File: src/rtl/eem_pkg.sv
package eem_pkg;
  localparam int ADDR_W  = 8;
  localparam int DATA_W  = 16;
  localparam int HDR_W   = 3;
  localparam int SHORT_W = HDR_W + ADDR_W;
  localparam int FRAME_W = SHORT_W + DATA_W;
  localparam int NBITS_W = $clog2(FRAME_W + 1);

  typedef enum logic [1:0] {
    OP_READ   = 2'd0,
    OP_WRITE  = 2'd1,
    OP_UNPROT = 2'd2,
    OP_ALTRD  = 2'd3
  } host_op_e;

  typedef enum logic [1:0] {
    PK_SEND, PK_RECV, PK_POLL, PK_DESEL
  } phy_kind_e;

  typedef enum logic [2:0] {
    ST_SEND, ST_RECV, ST_POLL, ST_DESEL, ST_END
  } step_kind_e;

  typedef struct packed {
    step_kind_e           kind;
    logic [FRAME_W-1:0]   word;
    logic [NBITS_W-1:0]   nbits;
    logic                 prot;
  } step_t;

  // short frame patterns, first bit sent is the MSB
  localparam logic [SHORT_W-1:0] PAT_ENABLE  = 11'b100_1111_1111;
  localparam logic [SHORT_W-1:0] PAT_DISABLE = 11'b100_0000_0000;
  localparam logic [SHORT_W-1:0] PAT_CLEAR   = 11'b111_1111_1111;
  localparam logic [HDR_W-1:0]   HDR_READ    = 3'b110;
  localparam logic [HDR_W-1:0]   HDR_PROG    = 3'b101;

  function automatic step_t mk_plain(step_kind_e k, int unsigned n);
    step_t s;
    s.kind  = k;
    s.word  = '0;
    s.nbits = NBITS_W'(n);
    s.prot  = 1'b0;
    return s;
  endfunction

  function automatic step_t mk_short(logic [SHORT_W-1:0] pat, logic prot);
    step_t s;
    s.kind  = ST_SEND;
    s.word  = {pat, {DATA_W{1'b0}}};
    s.nbits = NBITS_W'(SHORT_W);
    s.prot  = prot;
    return s;
  endfunction

  // Step list of each command; idx walks it from zero until ST_END.
  function automatic step_t plan_step(host_op_e op, logic [3:0] idx,
                                      logic [ADDR_W-1:0] a, logic [DATA_W-1:0] d);
    step_t s;
    s = mk_plain(ST_END, 0);
    case (op)
      OP_WRITE: begin
        case (idx)
          4'd0: s = mk_short(PAT_ENABLE, 1'b0);
          4'd2: begin
            s.kind  = ST_SEND;
            s.word  = {HDR_PROG, a, d};
            s.nbits = NBITS_W'(FRAME_W);
            s.prot  = 1'b0;
          end
          4'd4: s = mk_plain(ST_POLL, 0);
          4'd6: s = mk_short(PAT_DISABLE, 1'b0);
          4'd1, 4'd3, 4'd5, 4'd7: s = mk_plain(ST_DESEL, 0);
          default: s = mk_plain(ST_END, 0);
        endcase
      end
      OP_UNPROT: begin
        case (idx)
          4'd0: s = mk_short(PAT_ENABLE, 1'b0);
          4'd2: s = mk_short(PAT_ENABLE, 1'b1);
          4'd4: s = mk_short(PAT_CLEAR, 1'b1);
          4'd6: s = mk_plain(ST_POLL, 0);
          4'd1, 4'd3, 4'd5, 4'd7: s = mk_plain(ST_DESEL, 0);
          default: s = mk_plain(ST_END, 0);
        endcase
      end
      default: begin
        case (idx)
          4'd0: begin
            s.kind  = ST_SEND;
            s.word  = {HDR_READ, a, {DATA_W{1'b0}}};
            s.nbits = NBITS_W'(SHORT_W);
            s.prot  = 1'b0;
          end
          4'd1: s = mk_plain(ST_RECV, DATA_W);
          4'd2: s = mk_plain(ST_DESEL, 0);
          default: s = mk_plain(ST_END, 0);
        endcase
      end
    endcase
    return s;
  endfunction
endpackage

File: src/rtl/eem_phase_timer.sv
module eem_phase_timer #(
  parameter int DIV = 4
) (
  input  logic clk,
  input  logic rst_n,
  input  logic run,
  output logic tick
);
  localparam int CNT_W = (DIV > 1) ? $clog2(DIV) : 1;

  logic [CNT_W-1:0] cnt_q;

  assign tick = run && (cnt_q == CNT_W'(DIV - 1));

  always_ff @(posedge clk or negedge rst_n) begin
    if (!rst_n)              cnt_q <= '0;
    else if (!run || tick)   cnt_q <= '0;
    else                     cnt_q <= cnt_q + 1'b1;
  end
endmodule

File: src/rtl/eem_bitphy.sv
module eem_bitphy
  import eem_pkg::*;
#(
  parameter int DIV = 4
) (
  input  logic      clk,
  input  logic      rst_n,
  input  logic      req,
  input  phy_kind_e req_kind,
  input  logic      req_bit,
  input  logic      req_prot,
  output logic      idle,
  output logic      ack,
  output logic      ack_bit,
  output logic      pin_cs,
  output logic      pin_sck,
  output logic      pin_mosi,
  output logic      pin_prot,
  input  logic      pin_miso
);
  logic      busy_q;
  logic [1:0] ph_q;
  phy_kind_e kind_q;
  logic      tick;
  logic      is_bit;
  logic [1:0] last_ph;
  logic      sample_now;

  eem_phase_timer #(.DIV(DIV)) u_timer (
    .clk  (clk),
    .rst_n(rst_n),
    .run  (busy_q),
    .tick (tick)
  );

  assign is_bit     = (kind_q == PK_SEND) || (kind_q == PK_RECV);
  assign last_ph    = is_bit ? 2'd2 : 2'd0;
  assign sample_now = is_bit ? (ph_q == 2'd1) : (kind_q == PK_POLL);
  assign idle       = !busy_q;

  always_ff @(posedge clk or negedge rst_n) begin
    if (!rst_n) begin
      busy_q   <= 1'b0;
      ph_q     <= 2'd0;
      kind_q   <= PK_DESEL;
      ack      <= 1'b0;
      ack_bit  <= 1'b0;
      pin_cs   <= 1'b0;
      pin_sck  <= 1'b0;
      pin_mosi <= 1'b0;
      pin_prot <= 1'b0;
    end else begin
      ack <= 1'b0;
      if (!busy_q) begin
        if (req) begin
          busy_q  <= 1'b1;
          ph_q    <= 2'd0;
          kind_q  <= req_kind;
          pin_sck <= 1'b0;
          case (req_kind)
            PK_SEND: begin
              pin_cs   <= 1'b1;
              pin_mosi <= req_bit;
              pin_prot <= req_prot;
            end
            PK_RECV, PK_POLL: begin
              pin_cs   <= 1'b1;
              pin_mosi <= 1'b0;
              pin_prot <= 1'b0;
            end
            default: begin
              pin_cs   <= 1'b0;
              pin_mosi <= 1'b0;
              pin_prot <= 1'b0;
            end
          endcase
        end
      end else if (tick) begin
        if (sample_now) ack_bit <= pin_miso;
        if (ph_q == last_ph) begin
          busy_q <= 1'b0;
          ack    <= 1'b1;
        end else begin
          ph_q    <= ph_q + 2'd1;
          pin_sck <= (ph_q == 2'd0);
        end
      end
    end
  end
endmodule

File: src/rtl/eem_seq.sv
module eem_seq
  import eem_pkg::*;
#(
  parameter int POLL_LIMIT = 4096
) (
  input  logic              clk,
  input  logic              rst_n,
  input  logic              cmd_valid,
  output logic              cmd_ready,
  input  logic [1:0]        cmd_op,
  input  logic [ADDR_W-1:0] cmd_addr,
  input  logic [DATA_W-1:0] cmd_wdata,
  output logic              done,
  output logic              timeout_err,
  output logic [DATA_W-1:0] rd_data,
  output logic              phy_req,
  output phy_kind_e         phy_kind,
  output logic              phy_bit,
  output logic              phy_prot,
  input  logic              phy_ack,
  input  logic              phy_ack_bit
);
  localparam int PC_W = (POLL_LIMIT > 2) ? $clog2(POLL_LIMIT) : 1;

  typedef enum logic [1:0] {SQ_IDLE, SQ_LOAD, SQ_ISSUE, SQ_WAIT} seq_state_e;

  seq_state_e         state_q;
  host_op_e           op_q;
  logic [ADDR_W-1:0]  addr_q;
  logic [DATA_W-1:0]  data_q;
  logic [3:0]         idx_q;
  step_kind_e         kind_q;
  logic [FRAME_W-1:0] sh_q;
  logic [NBITS_W-1:0] left_q;
  logic               prot_q;
  logic [DATA_W-1:0]  rx_q;
  logic [PC_W-1:0]    pcnt_q;
  logic               err_q;
  step_t              cur;
  logic               last_bit;
  logic               is_read;

  assign cur       = plan_step(op_q, idx_q, addr_q, data_q);
  assign cmd_ready = (state_q == SQ_IDLE);
  assign phy_req   = (state_q == SQ_ISSUE);
  assign phy_bit   = sh_q[FRAME_W-1];
  assign phy_prot  = prot_q;
  assign last_bit  = (left_q == NBITS_W'(1));
  assign is_read   = (op_q != OP_WRITE) && (op_q != OP_UNPROT);

  always_comb begin
    case (kind_q)
      ST_SEND: phy_kind = PK_SEND;
      ST_RECV: phy_kind = PK_RECV;
      ST_POLL: phy_kind = PK_POLL;
      default: phy_kind = PK_DESEL;
    endcase
  end

  always_ff @(posedge clk or negedge rst_n) begin
    if (!rst_n) begin
      state_q     <= SQ_IDLE;
      op_q        <= OP_READ;
      addr_q      <= '0;
      data_q      <= '0;
      idx_q       <= '0;
      kind_q      <= ST_END;
      sh_q        <= '0;
      left_q      <= '0;
      prot_q      <= 1'b0;
      rx_q        <= '0;
      pcnt_q      <= '0;
      err_q       <= 1'b0;
      done        <= 1'b0;
      timeout_err <= 1'b0;
      rd_data     <= '0;
    end else begin
      done        <= 1'b0;
      timeout_err <= 1'b0;
      case (state_q)
        SQ_IDLE: begin
          if (cmd_valid) begin
            op_q    <= host_op_e'(cmd_op);
            addr_q  <= cmd_addr;
            data_q  <= cmd_wdata;
            idx_q   <= '0;
            err_q   <= 1'b0;
            state_q <= SQ_LOAD;
          end
        end
        SQ_LOAD: begin
          if (cur.kind == ST_END) begin
            state_q     <= SQ_IDLE;
            done        <= 1'b1;
            timeout_err <= err_q;
            if (is_read) rd_data <= rx_q;
          end else begin
            kind_q  <= cur.kind;
            sh_q    <= cur.word;
            left_q  <= cur.nbits;
            prot_q  <= cur.prot;
            pcnt_q  <= '0;
            state_q <= SQ_ISSUE;
          end
        end
        SQ_ISSUE: state_q <= SQ_WAIT;
        SQ_WAIT: begin
          if (phy_ack) begin
            case (kind_q)
              ST_SEND, ST_RECV: begin
                sh_q   <= {sh_q[FRAME_W-2:0], 1'b0};
                left_q <= left_q - NBITS_W'(1);
                if (kind_q == ST_RECV) rx_q <= {rx_q[DATA_W-2:0], phy_ack_bit};
                if (last_bit) begin
                  idx_q   <= idx_q + 4'd1;
                  state_q <= SQ_LOAD;
                end else begin
                  state_q <= SQ_ISSUE;
                end
              end
              ST_POLL: begin
                if (phy_ack_bit) begin
                  idx_q   <= idx_q + 4'd1;
                  state_q <= SQ_LOAD;
                end else if (pcnt_q == PC_W'(POLL_LIMIT - 1)) begin
                  err_q   <= 1'b1;
                  idx_q   <= idx_q + 4'd1;
                  state_q <= SQ_LOAD;
                end else begin
                  pcnt_q  <= pcnt_q + 1'b1;
                  state_q <= SQ_ISSUE;
                end
              end
              default: begin
                idx_q   <= idx_q + 4'd1;
                state_q <= SQ_LOAD;
              end
            endcase
          end
        end
        default: state_q <= SQ_IDLE;
      endcase
    end
  end
endmodule

File: src/rtl/serial_eeprom_master.sv
module serial_eeprom_master
  import eem_pkg::*;
#(
  parameter int DIV        = 4,
  parameter int POLL_LIMIT = 4096
) (
  input  logic        clk,
  input  logic        rst_n,
  input  logic        cmd_valid,
  output logic        cmd_ready,
  input  logic [1:0]  cmd_op,
  input  logic [7:0]  cmd_addr,
  input  logic [15:0] cmd_wdata,
  output logic        busy,
  output logic        done,
  output logic        timeout_err,
  output logic [15:0] rd_data,
  output logic        mem_cs,
  output logic        mem_sck,
  output logic        mem_mosi,
  input  logic        mem_miso,
  output logic        mem_prot
);
  logic      phy_req;
  phy_kind_e phy_kind;
  logic      phy_bit;
  logic      phy_prot;
  logic      phy_ack;
  logic      phy_ack_bit;
  logic      phy_idle;

  eem_seq #(.POLL_LIMIT(POLL_LIMIT)) u_seq (
    .clk        (clk),
    .rst_n      (rst_n),
    .cmd_valid  (cmd_valid),
    .cmd_ready  (cmd_ready),
    .cmd_op     (cmd_op),
    .cmd_addr   (cmd_addr),
    .cmd_wdata  (cmd_wdata),
    .done       (done),
    .timeout_err(timeout_err),
    .rd_data    (rd_data),
    .phy_req    (phy_req),
    .phy_kind   (phy_kind),
    .phy_bit    (phy_bit),
    .phy_prot   (phy_prot),
    .phy_ack    (phy_ack),
    .phy_ack_bit(phy_ack_bit)
  );

  eem_bitphy #(.DIV(DIV)) u_phy (
    .clk     (clk),
    .rst_n   (rst_n),
    .req     (phy_req),
    .req_kind(phy_kind),
    .req_bit (phy_bit),
    .req_prot(phy_prot),
    .idle    (phy_idle),
    .ack     (phy_ack),
    .ack_bit (phy_ack_bit),
    .pin_cs  (mem_cs),
    .pin_sck (mem_sck),
    .pin_mosi(mem_mosi),
    .pin_prot(mem_prot),
    .pin_miso(mem_miso)
  );

  assign busy = !cmd_ready;
endmodule

File: config.mk
export PLATFORM = sky130hd
export DESIGN_NAME = serial_eeprom_master
export DESIGN_NICKNAME = d
export VERILOG_FILES = /design/src/rtl/eem_pkg.sv /design/src/rtl/eem_phase_timer.sv /design/src/rtl/eem_bitphy.sv /design/src/rtl/eem_seq.sv /design/src/rtl/serial_eeprom_master.sv
export SDC_FILE = /design/constraint.sdc
export NUM_CORES = 1
export LEC_CHECK = 0
export ABC_AREA = 1
export ABC_CLOCK_PERIOD_IN_PS = 6330
export CORE_UTILIZATION = 55
export DETAILED_ROUTE_END_ITERATION = 6
export DONT_BUFFER_PORTS = 1
export GPL_TIMING_DRIVEN = 0
export PLACE_DENSITY = 0.71
export SLEW_MARGIN = 10
export SYNTH_ARGS = -nofsm -noshare
export SYNTH_HDL_FRONTEND = slang
export SYNTH_SLANG_ARGS = --single-unit
File: constraint.sdc
create_clock -name clk -period 6.33 [get_ports clk]
set_clock_uncertainty 0.2 [all_clocks]
set_input_delay 1.266 -clock clk [delete_from_list [all_inputs] [get_ports clk]]
set_output_delay 1.266 -clock clk [all_outputs]
set_load 0.05 [all_outputs]
* Word-level counts from Yosys, hierarchy flattened
Memories as Yosys holds them, arrays and structs flattened.
Index checks and enable logic that the tools add are counted.
** Storage, ports and cells
- Register bits after elaboration :: 128
- ROM bits :: 136
- Input bits :: 30
- Output and inout bits :: 24
- Word-level logic and storage cells :: 166
- Memories kept :: 1
** Operators by class
- Add/sub/neg operators :: 5
- Equal/unequal tests :: 38
- Mux-type cells :: 65
- Bitwise logic cells :: 2
- Reduce and logical (&&, ||, !) cells :: 30
** Memory list
- (no name shown) :: words 8, bits a word 17, read ports 1, clocked after memory_dff 0, write ports 0, RTL line eem_pkg.sv:78 : case (idx)
** Operator list (number)
- one-hot mux 36 bit (5 select lines) :: 1
- one-hot mux 36 bit (3 select lines) :: 1
- two-way mux 27 bit :: 3
- one-hot mux 36 bit (2 select lines) :: 1
- two-way mux 12 bit :: 5
- one-hot mux 27 bit (2 select lines) :: 1
- two-way mux 36 bit :: 1
- two-way mux 1 bit :: 24
- two-way mux 2 bit :: 12
- one-hot mux 12 bit (2 select lines) :: 1
- two-way mux 4 bit :: 5
- equality test 4 x 3 -> 1 bit, second input constant :: 4
- != test 2 bit, second input constant :: 8
- one-hot mux 4 bit (2 select lines) :: 2
- two-way mux 5 bit :: 3
- adder 12 x 1 -> 12 bit, second input constant :: 1
- equality test 12 bit, second input constant :: 1
- equality test 2 bit, second input constant :: 6
- AND reduction 6 bit :: 2
- equality test 2 x 1 -> 1 bit, second input constant :: 5
- one-hot mux 5 bit (2 select lines) :: 1
- AND reduction 3 bit :: 3
- equality test 4 x 2 -> 1 bit, second input constant :: 2
- zero test 2 bit :: 4
- 29 further kinds :: 43

* Logic depth before layout (Yosys ltp)
- Word-level depth :: 7
- Mapped depth :: 14
- Gate-level depth less buffers :: 12

* Cells and area by module
A second synthesis with hierarchy kept.
** Second synthesis, totals
- Cell total of the unflattened synthesis :: 867
- Area total of the unflattened synthesis :: 6558.8 um^2
** Modules (own cells, without submodules)
- eem_seq :: times used 1, cells each 798, area an instance 5953.2 um^2, sequential area each 2879.0 um^2
- eem_bitphy :: times used 1, cells each 58, area an instance 513.0 um^2, sequential area each 277.8 um^2
- eem_phase_timer :: times used 1, cells each 10, area an instance 88.8 um^2, sequential area each 50.0 um^2
- serial_eeprom_master :: times used 1, cells each 1, area an instance 3.8 um^2, sequential area each 0.0 um^2

* Worst setup path before layout
OpenSTA, ideal clock, no wires.
- Path kind :: reg-to-output
- Start point :: reg u_seq.state_q[1]
- End point :: out busy
- Arrival time :: 1639 ps
- Data required time :: 4864 ps
- Path slack :: 3225 ps
- Cell stages (with the launch flop) :: 3
- Buffers on the path :: 0
- Cell sequence :: dfrtp_1 nor2_1 inv_1
** Between the ends
- Word-level cells in the longest chain between the ends :: 2
** Ends and longest elaborated chain
- start, declared :: RTL line eem_seq.sv:27 : seq_state_e state_q;
- start signal, assigned :: RTL line eem_seq.sv:62 : state_q <= SQ_IDLE;
- start signal, assigned :: RTL line eem_seq.sv:88 : state_q <= SQ_LOAD;
- start signal, assigned :: RTL line eem_seq.sv:93 : state_q <= SQ_IDLE;
- zero test 2 bit :: RTL line eem_seq.sv:44 : assign cmd_ready = (state_q == SQ_IDLE);
- via cmd_ready :: RTL line serial_eeprom_master.sv:10 : output logic cmd_ready,
- zero test 1 bit :: RTL line serial_eeprom_master.sv:68 : assign busy = !cmd_ready;
- end, declared :: RTL line serial_eeprom_master.sv:14 : output logic busy,
The timed path passes the listed nets, and every way through them passes these cells.

* Final worst setup path
Ends and elaborated chain as after synthesis.

==> results list <==
- Status: completed
- Category of the worst setup path launch point: register
- The via count of the first global-routing pass is around 5200.
- Clock latency of the later-clocked register in the worst-skew pair: approximately 0.42 ns
- Max FO, Critical Path: 5
- Sequential cells burn about 44% of the power.
- Floorplan die width: approximately 110 µm
- Crit-path slowest cell: nor2_1
- The path class of the tightest hold or removal check is reg2reg.
- Summed over all nets, the switching power comes to about 340 µW.
- Of all cell types, the one taking the most synthesized area is dfrtp_1.
- Total Routing Usage GR: between 20 and 30%
- Setup total negative slack on the finished layout was measured at 0 ns.
- Post-route ant nets: 0
- Total global routing overflow: 0
* Setup slack of the most critical reg-to-reg path: ~3.2 ns
- Once detailed placement completed, the half-perimeter wirelength came to between 9000 and 10000 µm.
- For this design, the sink count on the clock tree is ~130.
- On the worst path, the slowest cell contributes a delay of around 0.85 ns.
- Worst path arrival time: roughly 2.2 ns
- Dividing the detail-routed via count by the number of cells gives 5.451.
- Of all flip-flops after synthesis, the portion carrying an async set or reset was 100.0%.
- Internal power comes to roughly 1500 µW.
* Clock slew at the register clock pins of the worst setup and hold paths: 0.05 ns
- The number of hold buffers added after CTS was 0.
* Setup Viol. Count Final: 0
* Fraction of the cycle the final worst path needs: 58.50%
- Initial antenna violation count: 0
- The number of hold violations in the final report is 0.
- H-tree depth: 4
* Height of the die: 110.0 µm
* Slew at the pin closest to its max-slew limit: roughly 1.1 ns
* Most common cell in the netlist: nand2_1
- Signed area change from the synthesized netlist to the final layout: 12.79%
- Worst Hold Margin: 0.2369 ns
- 0 antenna diodes ended up in the layout.
- The floorplan has 39 rows.
- Static leakage: 0.003688 µW
- Among all flip-flop cells after synthesis, the most frequent one is dfrtp_1.
- Synth top cells by count: nand2_1, dfrtp_1, o21ai_0
* Total die area: around 12000 µm²
- Largest buffer count on any clock path: 2
- Share of post-route cells with drive strength above 1: 6.371%
* CTS Root Buffer Type: clkbuf_16
* Time the final worst path needs with I/O delays and setup: about 3.7 ns
- In this run, the combinational gates consume 0.1% of the power.
- CTS buffer count: 17
- Summing internal, switching and leakage power gives about 1900 µW.
- Setup repair after global routing missed its margin: false
- VDD sags by at most 190.2 µV.
- # Post-CTS Setup Buffers: 0
- The worst setup path is of the reg2out kind.
- First-pass iteration count of the detailed router: 5
- Global placement routability congestion: around 0.91
- I/O pin cnt: 54
* Critical path, cell by cell: nor2_1 > inv_1
- Wire length of the first global-routing pass: approximately 24000 µm
* Required time reported for the critical path endpoint: 4.86 ns
- Average wire per standard cell: about 14 µm
- Synth top area share: between 40% and 50%
- Synth cell types: 28
* Starting DRT DRC Count: 328
- Critical Path Source: u_seq.state_q[1]
- The worst hold path begins at u_phy.u_timer.cnt_q[0].
- The final layout contains 908 nets.
* DRC violation count after routing: 0
- Number of synthesized flops with an enable pin: 0
- The cell area that synthesis handed to floorplanning was 6417 µm².
* Fraction of the yosys area taken by sequential cells: around half
- The final route contains 5571 vias.
* Port-buffer cells: 0
* Register bit total from synthesis: 128
* Effective utilization at floorplan: around 56%
* P per Cell Area: 257.5 nW/µm²
- The number of nets handed over by synthesis was 889.
- Number of max-capacitance violations reported: 0
* Count of warnings emitted by yosys: 0
* Max-slew violation count: 0
* Maximum number of pins on one net before global-route repair: 129
- Switching Fraction: a little under a fifth
* Worst rel slew slack: 26.74%
- STA classifies the critical path endpoint as a primary output.
* Critical register-to-register path startpoint: u_seq.state_q[1]
- CTS tree: yes
- Mean post-synth cell area: 7.577 µm²
* Synth Instances: 847
* Final WL: 14150 µm
* Clock power frac: a little under three fifths
* Max frequency: 270.0 MHz
* Placeable core region: 11420 µm²
- Dominant cells by area after synthesis: dfrtp_1, nand2_1, o21ai_0
- Number of gates given a new drive strength after cts: 0
[through the flow]
stage	util, %	cell area [µm²]	std cells	setup slack, ns
after floorplan	-	6417	847	3.225
after global placement	57.77	6596	990	3.078
after detailed placement	57.77	6596	990	3.075
after CTS	63.39	7238	1022	2.621
after global routing	63.39	7238	1022	2.550
final	63.39	7238	1022	2.627
[critical path, delay by kind of cell (launching register included)]
family        cells  cell delay, ns
buf+inv           1            0.55
flops             1            0.42
simple gates      1            0.85
[worst paths after layout]
check / endpoint / cells past startpoint
min: u_phy.u_timer.cnt_q[0] / 1
max: busy / 2
min in group asynchronous: u_seq.idx_q[0] / 0
min reg2reg: u_phy.u_timer.cnt_q[0] / 1
max in group asynchronous: u_seq.pcnt_q[10] / 0
max reg2reg: u_seq.data_q[8] / 7
[power by group through the flow]
stage / Combinational [µW] / Clock [µW] / Sequential [µW]
after floorplan: 1.13 / 0 / 835
after CTS: 1.52 / 1060 / 821
after global routing: 1.82 / 1100 / 821
after detailed placement: 1.48 / 0 / 835
after global placement: 1.42 / 0 / 835
final: 1.51 / 1040 / 821
[registers in the layout, summed over array words and instances, names as in the netlist, 3 cells and up]
| register | flops |
|---|---|
| u_seq.data_q | 16 |
| u_seq.addr_q | 8 |
| u_seq.rx_q | 16 |
| u_seq.pcnt_q | 12 |
| u_seq.left_q | 5 |
| u_seq.rd_data | 16 |
| u_seq.idx_q | 4 |
| u_seq.sh_q | 27 |
| u_seq.kind_q | 3 |
[logic make-up (layout without fill, tap and decap cells)]
| kind of cell | count (synthesis) | in the layout | share of synthesized area [%] |
|---|---|---|---|
| xor gates and xnor gates | 13 | 13 | 1.774 |
| DFF | 128 | 128 | 49.97 |
| and+or+nand+nor | 498 | 498 | 32.17 |
| AOI/OAI and AO/OA | 91 | 91 | 7.253 |
| buffers and inverters | 105 | 137 | 6.492 |
| adders and majority gates | 12 | 12 | 2.340 |
[routing by layer]
layer	track usage (%)	share of wire, %
met5	0	0
met4	10.38	1.9
met3	5.585	4.7
met2	42.72	48
met1	32.70	46
[cell usage in the layout (no fill, tap or decap), types with 4 or more instances in the layout]
master,n
a21oi_1,17
clkbuf_16,17
ha_1,12
buf_2,12
nand2_1,351
o21ai_0,65
o21ai_1,4
inv_1,59
nor2_1,60
clkbuf_1,31
nand4_1,46
bufinv_16,4
dfrtp_1,125
xor2_1,11
clkbuf_8,4
nand3_1,30
[area by class of cell]
| class | count | area, µm² |
|---|---|---|
| Clock inverter | 9 | 153.9 |
| Sequential cell | 128 | 3207 |
| Inverter | 62 | 232.7 |
| Multi-Input combinational cell | 614 | 2794 |
| Fill cell | 1010 | 4180 |
| Clock buffer | 23 | 488.0 |
| Tap cell | 143 | 178.9 |
| Buffer | 43 | 183.9 |
Note: power is estimated with default switching activity, not from simulation.
